**config.mk**
```make
export PLATFORM = sky130hd
export DESIGN_NAME = ioperm_guard
export DESIGN_NICKNAME = d
export VERILOG_FILES = /design/src/rtl/ioperm_pkg.sv /design/src/rtl/ioperm_word_fetch.sv /design/src/rtl/ioperm_hit_eval.sv /design/src/rtl/ioperm_exit_fmt.sv /design/src/rtl/ioperm_guard.sv
export SDC_FILE = /design/constraint.sdc
export NUM_CORES = 1
export LEC_CHECK = 0
export BUFFER_PORTS_ARGS = -buffer_cell sky130_fd_sc_hd__buf_2
export CORE_ASPECT_RATIO = 0.5
export CORE_MARGIN = 1.5
export CORE_UTILIZATION = 40
export DETAILED_ROUTE_END_ITERATION = 16
export GPL_ROUTABILITY_DRIVEN = 0
export PLACE_DENSITY = 0.69
export SLEW_MARGIN = 20
export SYNTH_ARGS = -nofsm -noshare
export SYNTH_HDL_FRONTEND = slang
export SYNTH_SLANG_ARGS = --single-unit
```
**constraint.sdc**
```tcl
create_clock -name clk -period 5.79 [get_ports clk]
set_clock_uncertainty 0.05 [all_clocks]
set_input_delay 1.158 -clock clk [delete_from_list [all_inputs] [get_ports clk]]
set_output_delay 1.158 -clock clk [all_outputs]
set_load 0.02 [all_outputs]
```
**src/rtl/ioperm_pkg.sv**
```systemverilog
package ioperm_pkg;

    localparam int unsigned PORT_W   = 16;
    localparam int unsigned PARAM_W  = 32;
    localparam int unsigned INFO_W   = 64;
    localparam int unsigned BYTE_W   = 8;
    localparam int unsigned WIN_W    = 2 * BYTE_W;
    localparam int unsigned SIZE_LSB = 4;
    localparam int unsigned SIZE_W   = 3;
    localparam int unsigned BPOS_W   = 3;
    localparam int unsigned PORT_SH  = 16;

    typedef enum logic [0:0] {
        CT_IDLE  = 1'b0,
        CT_FETCH = 1'b1
    } ctl_state_e;

    typedef enum logic [1:0] {
        FX_IDLE = 2'd0,
        FX_LO   = 2'd1,
        FX_HI   = 2'd2,
        FX_DONE = 2'd3
    } fetch_state_e;

    typedef struct packed {
        logic [PORT_W-1:0]  port;
        logic [PARAM_W-1:0] param;
        logic [INFO_W-1:0]  next_ip;
    } io_req_t;

    function automatic logic [SIZE_W-1:0] size_of(input logic [PARAM_W-1:0] p);
        return p[SIZE_LSB +: SIZE_W];
    endfunction

    function automatic logic [WIN_W-1:0] window_mask(input logic [SIZE_W-1:0] sz,
                                                     input logic [BPOS_W-1:0] bpos);
        logic [WIN_W-1:0] ones;
        ones = (WIN_W'(1) << sz) - WIN_W'(1);
        return ones << bpos;
    endfunction

endpackage

```
**src/rtl/ioperm_word_fetch.sv**
```systemverilog
module ioperm_word_fetch
    import ioperm_pkg::*;
#(
    parameter int unsigned ADDR_W = 32
) (
    input  logic                  clk,
    input  logic                  rst,
    input  logic                  go,
    input  logic [ADDR_W-1:0]     first_addr,
    output logic                  mem_req,
    output logic [ADDR_W-1:0]     mem_addr,
    input  logic                  mem_ack,
    input  logic [BYTE_W-1:0]     mem_rdata,
    output logic                  word_valid,
    output logic [WIN_W-1:0]      word
);

    fetch_state_e        st_q;
    logic [ADDR_W-1:0]   addr_q;
    logic [BYTE_W-1:0]   lo_q;
    logic [BYTE_W-1:0]   hi_q;

    always_ff @(posedge clk) begin
        if (rst) begin
            st_q   <= FX_IDLE;
            addr_q <= '0;
            lo_q   <= '0;
            hi_q   <= '0;
        end else begin
            case (st_q)
                FX_IDLE: begin
                    if (go) begin
                        addr_q <= first_addr;
                        st_q   <= FX_LO;
                    end
                end
                FX_LO: begin
                    if (mem_ack) begin
                        lo_q   <= mem_rdata;
                        addr_q <= addr_q + ADDR_W'(1);
                        st_q   <= FX_HI;
                    end
                end
                FX_HI: begin
                    if (mem_ack) begin
                        hi_q <= mem_rdata;
                        st_q <= FX_DONE;
                    end
                end
                default: st_q <= FX_IDLE;
            endcase
        end
    end

    assign mem_req    = (st_q == FX_LO) || (st_q == FX_HI);
    assign mem_addr   = addr_q;
    assign word_valid = (st_q == FX_DONE);
    assign word       = {hi_q, lo_q};

    // an unanswered request keeps its address
    p_req_hold_r3: assert property (@(posedge clk) disable iff (rst)
        (mem_req && !mem_ack) |=> (mem_req && $stable(mem_addr)));

    // the high byte is read one address above the low byte
    p_hi_addr_next_r2: assert property (@(posedge clk) disable iff (rst)
        (st_q == FX_LO && mem_ack) |=> (mem_req && mem_addr == $past(mem_addr) + ADDR_W'(1)));

    // exactly two acknowledged reads precede the assembled word
    p_valid_after_hi_r2: assert property (@(posedge clk) disable iff (rst)
        $rose(word_valid) |-> ($past(mem_ack) && $past(st_q) == FX_HI));

endmodule

```
**src/rtl/ioperm_hit_eval.sv**
```systemverilog
module ioperm_hit_eval
    import ioperm_pkg::*;
(
    input  logic [WIN_W-1:0]  word,
    input  logic [SIZE_W-1:0] size,
    input  logic [BPOS_W-1:0] bpos,
    output logic              hit
);

    logic [WIN_W-1:0] mask;
    logic [WIN_W-1:0] hit_bits;

    assign mask = window_mask(size, bpos);

    for (genvar i = 0; i < WIN_W; i++) begin : g_bit
        assign hit_bits[i] = word[i] & mask[i];
    end

    assign hit = |hit_bits;

    // a zero-size access can never hit
    always_comb begin
        if (size == '0) begin
            a_zero_size_r4: assert (!hit);
        end
    end

endmodule

```
**src/rtl/ioperm_exit_fmt.sv**
```systemverilog
module ioperm_exit_fmt
    import ioperm_pkg::*;
#(
    parameter int unsigned EXIT_W       = 32,
    parameter int unsigned EXIT_IO_CODE = 'h7B
) (
    input  io_req_t            req,
    input  logic               hit,
    output logic [EXIT_W-1:0]  code,
    output logic [INFO_W-1:0]  info1,
    output logic [INFO_W-1:0]  info2
);

    always_comb begin
        code  = '0;
        info1 = '0;
        info2 = '0;
        if (hit) begin
            code  = EXIT_W'(EXIT_IO_CODE);
            info1 = INFO_W'(req.param) | (INFO_W'(req.port) << PORT_SH);
            info2 = req.next_ip;
        end
    end

endmodule

```
**src/rtl/ioperm_guard.sv**
```systemverilog
module ioperm_guard
    import ioperm_pkg::*;
#(
    parameter int unsigned ADDR_W       = 32,
    parameter int unsigned LEN_W        = 4,
    parameter int unsigned EXIT_W       = 32,
    parameter int unsigned EXIT_IO_CODE = 'h7B
) (
    input  logic                 clk,
    input  logic                 rst,
    input  logic                 start,
    input  logic                 io_trap_en,
    input  logic [15:0]          port,
    input  logic [31:0]          acc_param,
    input  logic [ADDR_W-1:0]    bitmap_base,
    input  logic [63:0]          cur_ip,
    input  logic [LEN_W-1:0]     insn_len,
    output logic                 busy,
    output logic                 mem_req,
    output logic [ADDR_W-1:0]    mem_addr,
    input  logic                 mem_ack,
    input  logic [7:0]           mem_rdata,
    output logic                 done,
    output logic                 hit,
    output logic [EXIT_W-1:0]    exit_code,
    output logic [63:0]          exit_info1,
    output logic [63:0]          exit_info2
);

    localparam int unsigned IDX_W = PORT_W - BPOS_W;

    ctl_state_e          st_q;
    io_req_t             req_q;
    logic                fetch_go;
    logic [ADDR_W-1:0]   first_addr;
    logic                word_valid;
    logic [WIN_W-1:0]    word;
    logic                hit_c;
    logic [EXIT_W-1:0]   code_c;
    logic [INFO_W-1:0]   info1_c;
    logic [INFO_W-1:0]   info2_c;

    logic                done_q;
    logic                hit_q;
    logic [EXIT_W-1:0]   code_q;
    logic [INFO_W-1:0]   info1_q;
    logic [INFO_W-1:0]   info2_q;

    assign fetch_go   = (st_q == CT_IDLE) && start && io_trap_en;
    assign first_addr = bitmap_base + ADDR_W'(port[PORT_W-1 -: IDX_W]);

    ioperm_word_fetch #(.ADDR_W(ADDR_W)) u_fetch (
        .clk        (clk),
        .rst        (rst),
        .go         (fetch_go),
        .first_addr (first_addr),
        .mem_req    (mem_req),
        .mem_addr   (mem_addr),
        .mem_ack    (mem_ack),
        .mem_rdata  (mem_rdata),
        .word_valid (word_valid),
        .word       (word)
    );

    ioperm_hit_eval u_eval (
        .word (word),
        .size (size_of(req_q.param)),
        .bpos (req_q.port[BPOS_W-1:0]),
        .hit  (hit_c)
    );

    ioperm_exit_fmt #(.EXIT_W(EXIT_W), .EXIT_IO_CODE(EXIT_IO_CODE)) u_fmt (
        .req   (req_q),
        .hit   (hit_c),
        .code  (code_c),
        .info1 (info1_c),
        .info2 (info2_c)
    );

    always_ff @(posedge clk) begin
        if (rst) begin
            st_q    <= CT_IDLE;
            req_q   <= '0;
            done_q  <= 1'b0;
            hit_q   <= 1'b0;
            code_q  <= '0;
            info1_q <= '0;
            info2_q <= '0;
        end else begin
            done_q  <= 1'b0;
            hit_q   <= 1'b0;
            code_q  <= '0;
            info1_q <= '0;
            info2_q <= '0;
            case (st_q)
                CT_IDLE: begin
                    if (start) begin
                        req_q.port    <= port;
                        req_q.param   <= acc_param;
                        req_q.next_ip <= cur_ip + INFO_W'(insn_len);
                        if (io_trap_en) begin
                            st_q <= CT_FETCH;
                        end else begin
                            done_q <= 1'b1;
                        end
                    end
                end
                default: begin
                    if (word_valid) begin
                        done_q  <= 1'b1;
                        hit_q   <= hit_c;
                        code_q  <= code_c;
                        info1_q <= info1_c;
                        info2_q <= info2_c;
                        st_q    <= CT_IDLE;
                    end
                end
            endcase
        end
    end

    assign busy       = (st_q != CT_IDLE);
    assign done       = done_q;
    assign hit        = hit_q;
    assign exit_code  = code_q;
    assign exit_info1 = info1_q;
    assign exit_info2 = info2_q;

    // disabled trapping answers next cycle with a miss
    p_off_fast_miss_r1: assert property (@(posedge clk) disable iff (rst)
        (!busy && start && !io_trap_en) |=> (done && !hit && !busy));

    // no memory traffic while idle
    p_idle_no_req_r1: assert property (@(posedge clk) disable iff (rst)
        !busy |-> !mem_req);

    // done lasts a single cycle
    p_done_pulse_r7: assert property (@(posedge clk) disable iff (rst)
        done |=> !done);

    // outputs quiet outside the strobe
    p_quiet_r7: assert property (@(posedge clk) disable iff (rst)
        !done |-> (!hit && exit_code == '0 && exit_info1 == '0 && exit_info2 == '0));

    // a miss reports zero exit information
    p_miss_zero_r6: assert property (@(posedge clk) disable iff (rst)
        (done && !hit) |-> (exit_code == '0 && exit_info1 == '0 && exit_info2 == '0));

    // every hit carries the I/O exit code
    p_hit_code_r5: assert property (@(posedge clk) disable iff (rst)
        (done && hit) |-> (exit_code == EXIT_W'(EXIT_IO_CODE)));

endmodule

```
======== Word-level counts from Yosys, hierarchy flattened ========
Index checks and enable logic that the tools add are counted.
word-level totals
  bits in registers ....................... 325
  output and inout port bits .............. 196
  input port bits ......................... 161
  word-level logic and storage cells ...... 74
cells by class
  shift-type cells ........................ 2
  $add $sub $neg .......................... 4
  reductions and logical operators ........ 13
  eq/ne operators ......................... 6
  muxes and demuxes ....................... 16
  bitwise logic cells ..................... 20
operators with widths
  kind                                                 count
  adder 64 x 4 -> 64 bit                               1
  two-way mux 32 bit                                   2
  one-hot mux 32 bit (2 select lines)                  1
  adder 32 x 1 -> 32 bit (second input constant)       1
  adder 32 x 13 -> 32 bit                              1
  bitwise OR 32 bit                                    1
  bitwise AND 1 bit                                    16
  OR reduction 16 bit                                  1
  left shift 1 x 3 -> 16 bit (first input constant)    1
  left shift 16 x 3 -> 16 bit                          1
  subtractor 16 x 2 -> 16 bit (second input constant)  1
  two-way mux 1 bit                                    8
  two-way mux 7 bit                                    1
  two-way mux 2 bit                                    3
  != test 2 bit (second input constant)                3
  one-hot mux 2 bit (3 select lines)                   1
  AND reduction 2 bit                                  3
  AND reduction 3 bit                                  2
  == test 2 bit (second input constant)                2
  OR reduction 4 bit                                   1
  NOT 1 bit                                            3
  OR reduction 3 bit                                   1
  == test 2 x 1 -> 1 bit (second input constant)       1
  logical AND 1 bit                                    2
  other kinds (3)                                      3

======== Logic depth before layout (Yosys ltp) ========
  word-level depth ........................ 7
  gate-level depth with buffers ........... 15
  gate-level depth less buffers ........... 10

======== By module ========
A second synthesis with hierarchy kept.
second synthesis, totals
  cells, all modules ...................... 1777
  area, all modules ....................... 15292.2 µm²
by module, submodules not included
  module             cells an instance  sequential area each (µm²)  times used  area an instance (µm²)
  ioperm_guard       1102               5505.3                      1           10423.7
  ioperm_word_fetch  383                1001.0                      1           2891.5
  ioperm_exit_fmt    171                0.0                         1           1186.1
  ioperm_hit_eval    121                0.0                         1           790.8

======== Least setup slack after synthesis ========
No wires, ideal clock.
  path type ............................... register to register
  start point ............................. register req_q[69] (netlist name)
  end point ............................... register info2_q[52], in the netlist exit_info2[52]
  required time ........................... 5.627 ns
  clock period less this slack ............ 3.401 ns
  path buffers ............................ 4
  cell stages (with the launch flop) ...... 15
  arrival ................................. 3.238 ns
  path slack .............................. 2.389 ns
  library setup time ...................... 0.113 ns
  path through ............................ dfxtp_1 buf_2 clkbuf_1 and3_1 inv_1 ha_1 and3b_1 a21o_1 a221o_1 or4_1 a211oi_2 a311oi_4 buf_6 buf_6 and2_4
on the way
  longest elaborated chain between the ends .. 7
  elaborated cells between the ends (all ways) .. 22
  those cells by class .................... 1 x add/sub; 2 x shift; 17 x bitwise; 2 x reduce/logical
RTL lines
  what                                   line                   RTL
  start, declared                        ioperm_guard.sv:33     io_req_t req_q;
  left shift 1 x 3 -> 16 bit *           ioperm_pkg.sv:38       ones = (WIN_W'(1) << sz) - WIN_W'(1);
  subtractor 16 x 2 -> 16 bit *          ioperm_pkg.sv:38
  left shift 16 x 3 -> 16 bit *          ioperm_pkg.sv:39       return ones << bpos;
  bitwise AND 1 bit                      ioperm_hit_eval.sv:16  assign hit_bits[i] = word[i] & mask[i];
  OR reduction 16 bit *                  ioperm_hit_eval.sv:19  assign hit = |hit_bits;
  NOT 1 bit (no source line) *           n/a
  OR reduction 4 bit (no source line) *  n/a
  end signal, assigned                   ioperm_guard.sv:114    info2_q <= info2_c;
  end, declared                          ioperm_guard.sv:47     logic [INFO_W-1:0] info2_q;
Every way passes the cells marked *; elsewhere a longest branch is shown, timed or not.
A chain may end at the register's enable or synchronous reset.

======== Final worst setup path ========
  start point ............................. register req_q[69] (netlist name)
  end point ............................... register info2_q[45], in the netlist exit_info2[45]
The elaborated chain is that of the path after synthesis.

==> results.rst <==
.. list-table::
   :header-rows: 1

   * - Metric
     - Value
   * - Most common cell on crit path
     - sky130_fd_sc_hd__inv_1
   * - Setup Crit Path Kind
     - reg2reg
   * - Slowest Stage Delay on Critical Path
     - approximately 0.77 ns
   * - Class of the tightest hold or removal check
     - reg2reg
   * - Total of max-cap violations
     - 0
   * - Routed wire length per instance
     - 15.8 um
   * - Cell count of the worst hold path
     - 1
   * - Full die area
     - ~33000 sq um
   * - Initial Utilization
     - between 40 and 50%
   * - Post-synthesis share of cell area spent on full adders, half adders and majority gates
     - between 2 and 3%
   * - DRC Markers
     - 0
   * - Part of the total power dissipated in the clock network
     - a little over a third
   * - Final non-filler cell total
     - 2203
   * - Number of pins with negative max-slew slack in the final report
     - 0
   * - Cells after synthesis
     - about 1500
   * - Final min period
     - around 4.4 ns
   * - Combinational share of power
     - around a fifth
   * - Postcts setup bufs
     - 0
   * - Switching power as a share of total power
     - about a third
   * - Arrival time worst endpoint
     - between 4 and 5 ns
   * - Overall die height
     - 128 um
   * - Setup Viol. Count Final
     - 0
   * - Total number of nets in the final design
     - roughly 1900
   * - Total vias in the final route
     - between 10000 and 15000
   * - Filler Cells Inserted
     - ~3100
   * - Library cell contributing the largest single delay on the critical path
     - sky130_fd_sc_hd__dfxtp_1
   * - Combinational family with the most area after synthesis
     - simple AND/OR/NAND/NOR gates
   * - Number of register bits inferred by synthesis
     - between 200 and 300
   * - H-tree depth
     - 1
   * - Most frequent standard cell in the layout excluding fill and tap cells
     - sky130_fd_sc_hd__buf_2
   * - Clock tree from TritonCTS
     - done
   * - Clock transition at the register clock pins on the worst setup and hold paths after CTS
     - approximately 0.06 ns
   * - Commonest cells after routing, fill and taps aside
     - sky130_fd_sc_hd__buf_2 (297), sky130_fd_sc_hd__dfxtp_1 (261), sky130_fd_sc_hd__nand2_1 (207)
   * - Starting DRT DRC Count
     - between 700 and 800
   * - Setup slack, reg-to-reg
     - 1.37 ns
   * - Maximum clock frequency
     - 226 MHz
   * - Post-synth EDFFs
     - 0
   * - Design area
     - about 15000 sq um
   * - Global Route Usage Sum
     - around a fifth
   * - Number of I/O port buffers
     - 298
   * - DR vias/cell
     - a little over 5
   * - Power per standard cell area
     - around 320 nW/um^2
   * - Detailed Routing Iterations Pass 1
     - 5
   * - Average footprint of a synthesized cell
     - a little over 8 sq um
   * - Most common flop cell mapped by yosys
     - sky130_fd_sc_hd__dfxtp_1
   * - Xor and xnor fraction of the mapped netlist area
     - between 5 and 6%
   * - Number of top-level pins
     - approximately 360
   * - Worst VDD drop
     - ~0.22 mV
   * - Status
     - completed
   * - Share of async-settable or async-resettable flops after synthesis
     - 0%
   * - Launch point of the worst hold path
     - req_q[73]
   * - Via count of the first global-routing pass
     - roughly 9900
   * - Std cell rows
     - 45
   * - Top fanout value on the critical path
     - 84
   * - Path depth of the worst reg2reg path
     - 11
   * - Inserted Clock Buffers
     - 26
   * - Clk root buf
     - sky130_fd_sc_hd__clkbuf_16
   * - Count of antenna-violating nets left after detailed routing
     - 0
   * - Hold-critical path endpoint
     - exit_info1[9]
   * - Fraction of final layout cells with drive strength greater than 1
     - 21.2%
   * - Total detailed-routing wirelength
     - around 35000 um
   * - Setup repair after global routing missed its margin
     - false
   * - Hpwl dp
     - between 20000 and 25000 um
   * - Kind of capture point of the worst setup path
     - flip-flop
   * - Largest buffer count on any clock path
     - 3
   * - Setup slack after layout
     - 1.37 ns
   * - Placeable core region
     - between 30000 and 40000 sq um
   * - Antenna violations before repair
     - 3
   * - Internal power
     - 3270 uW
   * - Remaining global-route overflow
     - 0
   * - Sequential cell area fraction in the yosys report
     - 41.5%
   * - Final sum of negative setup slack
     - 0 ns
   * - Cts repair resizes
     - 0
   * - Wire length of the first global-routing pass
     - around 53000 um
   * - Post-synthesis mux area share
     - less than 1%
   * - Worst-case headroom to the max-slew limit
     - 38.5%
   * - Final critical-path share of the clock period
     - 76.4%
   * - Total instance count after detailed placement
     - ~2200
   * - Placed cell areas
     - ~14000 sq um
   * - Hold_buf cts
     - 0
   * - Post-synth design cell area
     - 12600 sq um
   * - Clock sink count
     - around 260
   * - Worst slack at placement
     - 1.52 ns
   * - Clock insertion delay at the later pin of the skew report
     - approximately 0.54 ns
   * - Fraction of the mapped netlist area in compound gates
     - 17.5%
   * - Cells traversed along the worst timing path
     - nor3_1 -> inv_1 -> ha_1 -> nor4b_2 -> inv_1 -> a31oi_1 -> o21ai_0 -> a32o_1 -> a311oi_4 -> buf_12 -> and2_4
   * - Share of power burned in registers
     - between 40% and 50%
   * - Final Hold Fails
     - 0
   * - Net switching power figure
     - around 1500 uW
   * - CP startpoint kind
     - flip-flop
   * - Yosys warning count
     - 0
   * - Distinct cell type count after synthesis
     - 71
   * - Horiz. Die Dim
     - roughly 250 um
   * - Simple-Gate Fraction of Synth Area
     - roughly a quarter
   * - Leakage power
     - approximately 0.0063 uW
   * - Reg-to-reg endpoint
     - exit_info2[45]
   * - Synthesis-to-finish area growth
     - 18.6%
   * - Worst-Margin Slew
     - ~0.91 ns
   * - Pin count of the biggest net entering global routing
     - 170
   * - Origin of the critical flop-to-flop path
     - req_q[69]
   * - Required @ worst endpoint
     - 6.23 ns
==> per-stage QoR <==
| step | total power (uW) | util (%) | hold WS, ns |
|---|---|---|---|
| floorplan | 2810 | - | 0.377 |
| global placement | 3100 | 45.9 | 0.383 |
| detailed placement | 3110 | 45.9 | 0.386 |
| CTS | 4830 | 48.8 | 0.401 |
| global route | 5030 | 48.8 | 0.414 |
| finish | 4790 | 48.8 | 0.397 |
==> critical path: cells and delay by family, from the launching register on <==
family                   cells  cell delay (ns)
AO/OA/AOI/OAI                4             1.41
AND/OR/NAND/NOR              3             0.99
flip-flops                   1             0.77
buffers and inverters        3             0.58
adder cells (fa/ha/maj)      1             0.47
==> worst max path at each step <==
stage                         start             end  cells past startpoint
after floorplan           req_q[69]  exit_info2[52]                     14
after global placement    req_q[69]  exit_info2[48]                     11
after detailed placement  req_q[69]  exit_info2[46]                     11
after CTS                 req_q[69]   exit_info2[0]                     11
after global routing      req_q[69]   exit_info2[0]                     11
final                     req_q[69]  exit_info2[45]                     11
==> power groups by stage <==
stage | Combinational (uW) | Sequential (uW) | Clock [uW]
4_1_cts | 1020 | 2050 | 1750
2_1_floorplan | 685 | 2120 | 0
3_5_place_dp | 1020 | 2090 | 0
6_report | 1020 | 2060 | 1710
5_1_grt | 1130 | 2070 | 1830
3_3_place_gp | 1010 | 2090 | 0
==> flip-flops by register name, indices dropped and copies added, names as in the netlist <==
register / cells
req_q: 112
exit_info2: 64
exit_info1: 32
u_fetch.mem_addr: 32
u_fetch.hi_q: 8
u_fetch.lo_q: 8
u_fetch.st_q: 2
busy: 1
done: 1
exit_code: 1
==> kinds of logic (layout without fill, tap and decap cells) <==
| kind of cell | after synthesis | count (layout) |
|---|---|---|
| AO/OA/AOI/OAI | 342 | 342 |
| XOR/XNOR | 82 | 82 |
| adder cells (fa/ha/maj) | 26 | 26 |
| buffers and inverters | 187 | 383 |
| flip-flops | 261 | 261 |
| multiplexers | 8 | 8 |
| other | 1 | 60 |
| AND/OR/NAND/NOR | 618 | 618 |
==> cell type report <==
class | count | area, sq um | share of cell area, %
Antenna cell | 2 | 5.00 | 0.0335
Clock inverter | 12 | 140 | 0.938
Sequential cell | 261 | 5230 | 35.0
Tap cell | 423 | 529 | 3.54
Multi-Input combinational cell | 1134 | 6610 | 44.2
Inverter | 32 | 120 | 0.804
Timing Repair Buffer | 307 | 1590 | 10.6
Clock buffer | 32 | 723 | 4.84
==> synthesized netlist by cell type (all sizes together), types with 3 or more instances <==
cell type,number,share of area (%)
dfxtp,261,41
nand2,207,6.2
nor2,123,3.7
a21oi,114,4.5
and2,89,4.7
buf,78,4.6
clkbuf,77,2.3
a211oi,68,4.1
nand3,54,2.1
o21ai,48,1.9
xor2,44,3.1
xnor2,38,2.6
inv,32,0.95
nor3,29,1.2
and3,27,1.3
nand4,27,1.3
o21a,26,1.5
ha,24,2.4
a31oi,18,0.89
o22ai,10,0.50
a21o,8,0.48
nand2b,8,0.40
nor2b,8,0.40
nor4,8,0.40
or3,8,0.40
and4,7,0.49
mux2i,7,0.56
o211ai,7,0.42
a2111oi,6,0.43
a22oi,5,0.30
a311oi,5,0.49
or2,5,0.25
or4,5,0.30
nor3b,4,0.28
nor4b,3,0.26
==> routing by layer <==
layer | up-vias | global-route usage [%] | share of wire, %
met5 | - | 0 | 0
met2 | 323 | 36.1 | 50
li1 | 5650 | - | -
met4 | 0 | 5.95 | 2.4
met3 | 55 | 2.83 | 4.7
met1 | 5170 | 25.7 | 43
(Power assumes the default switching activity.)
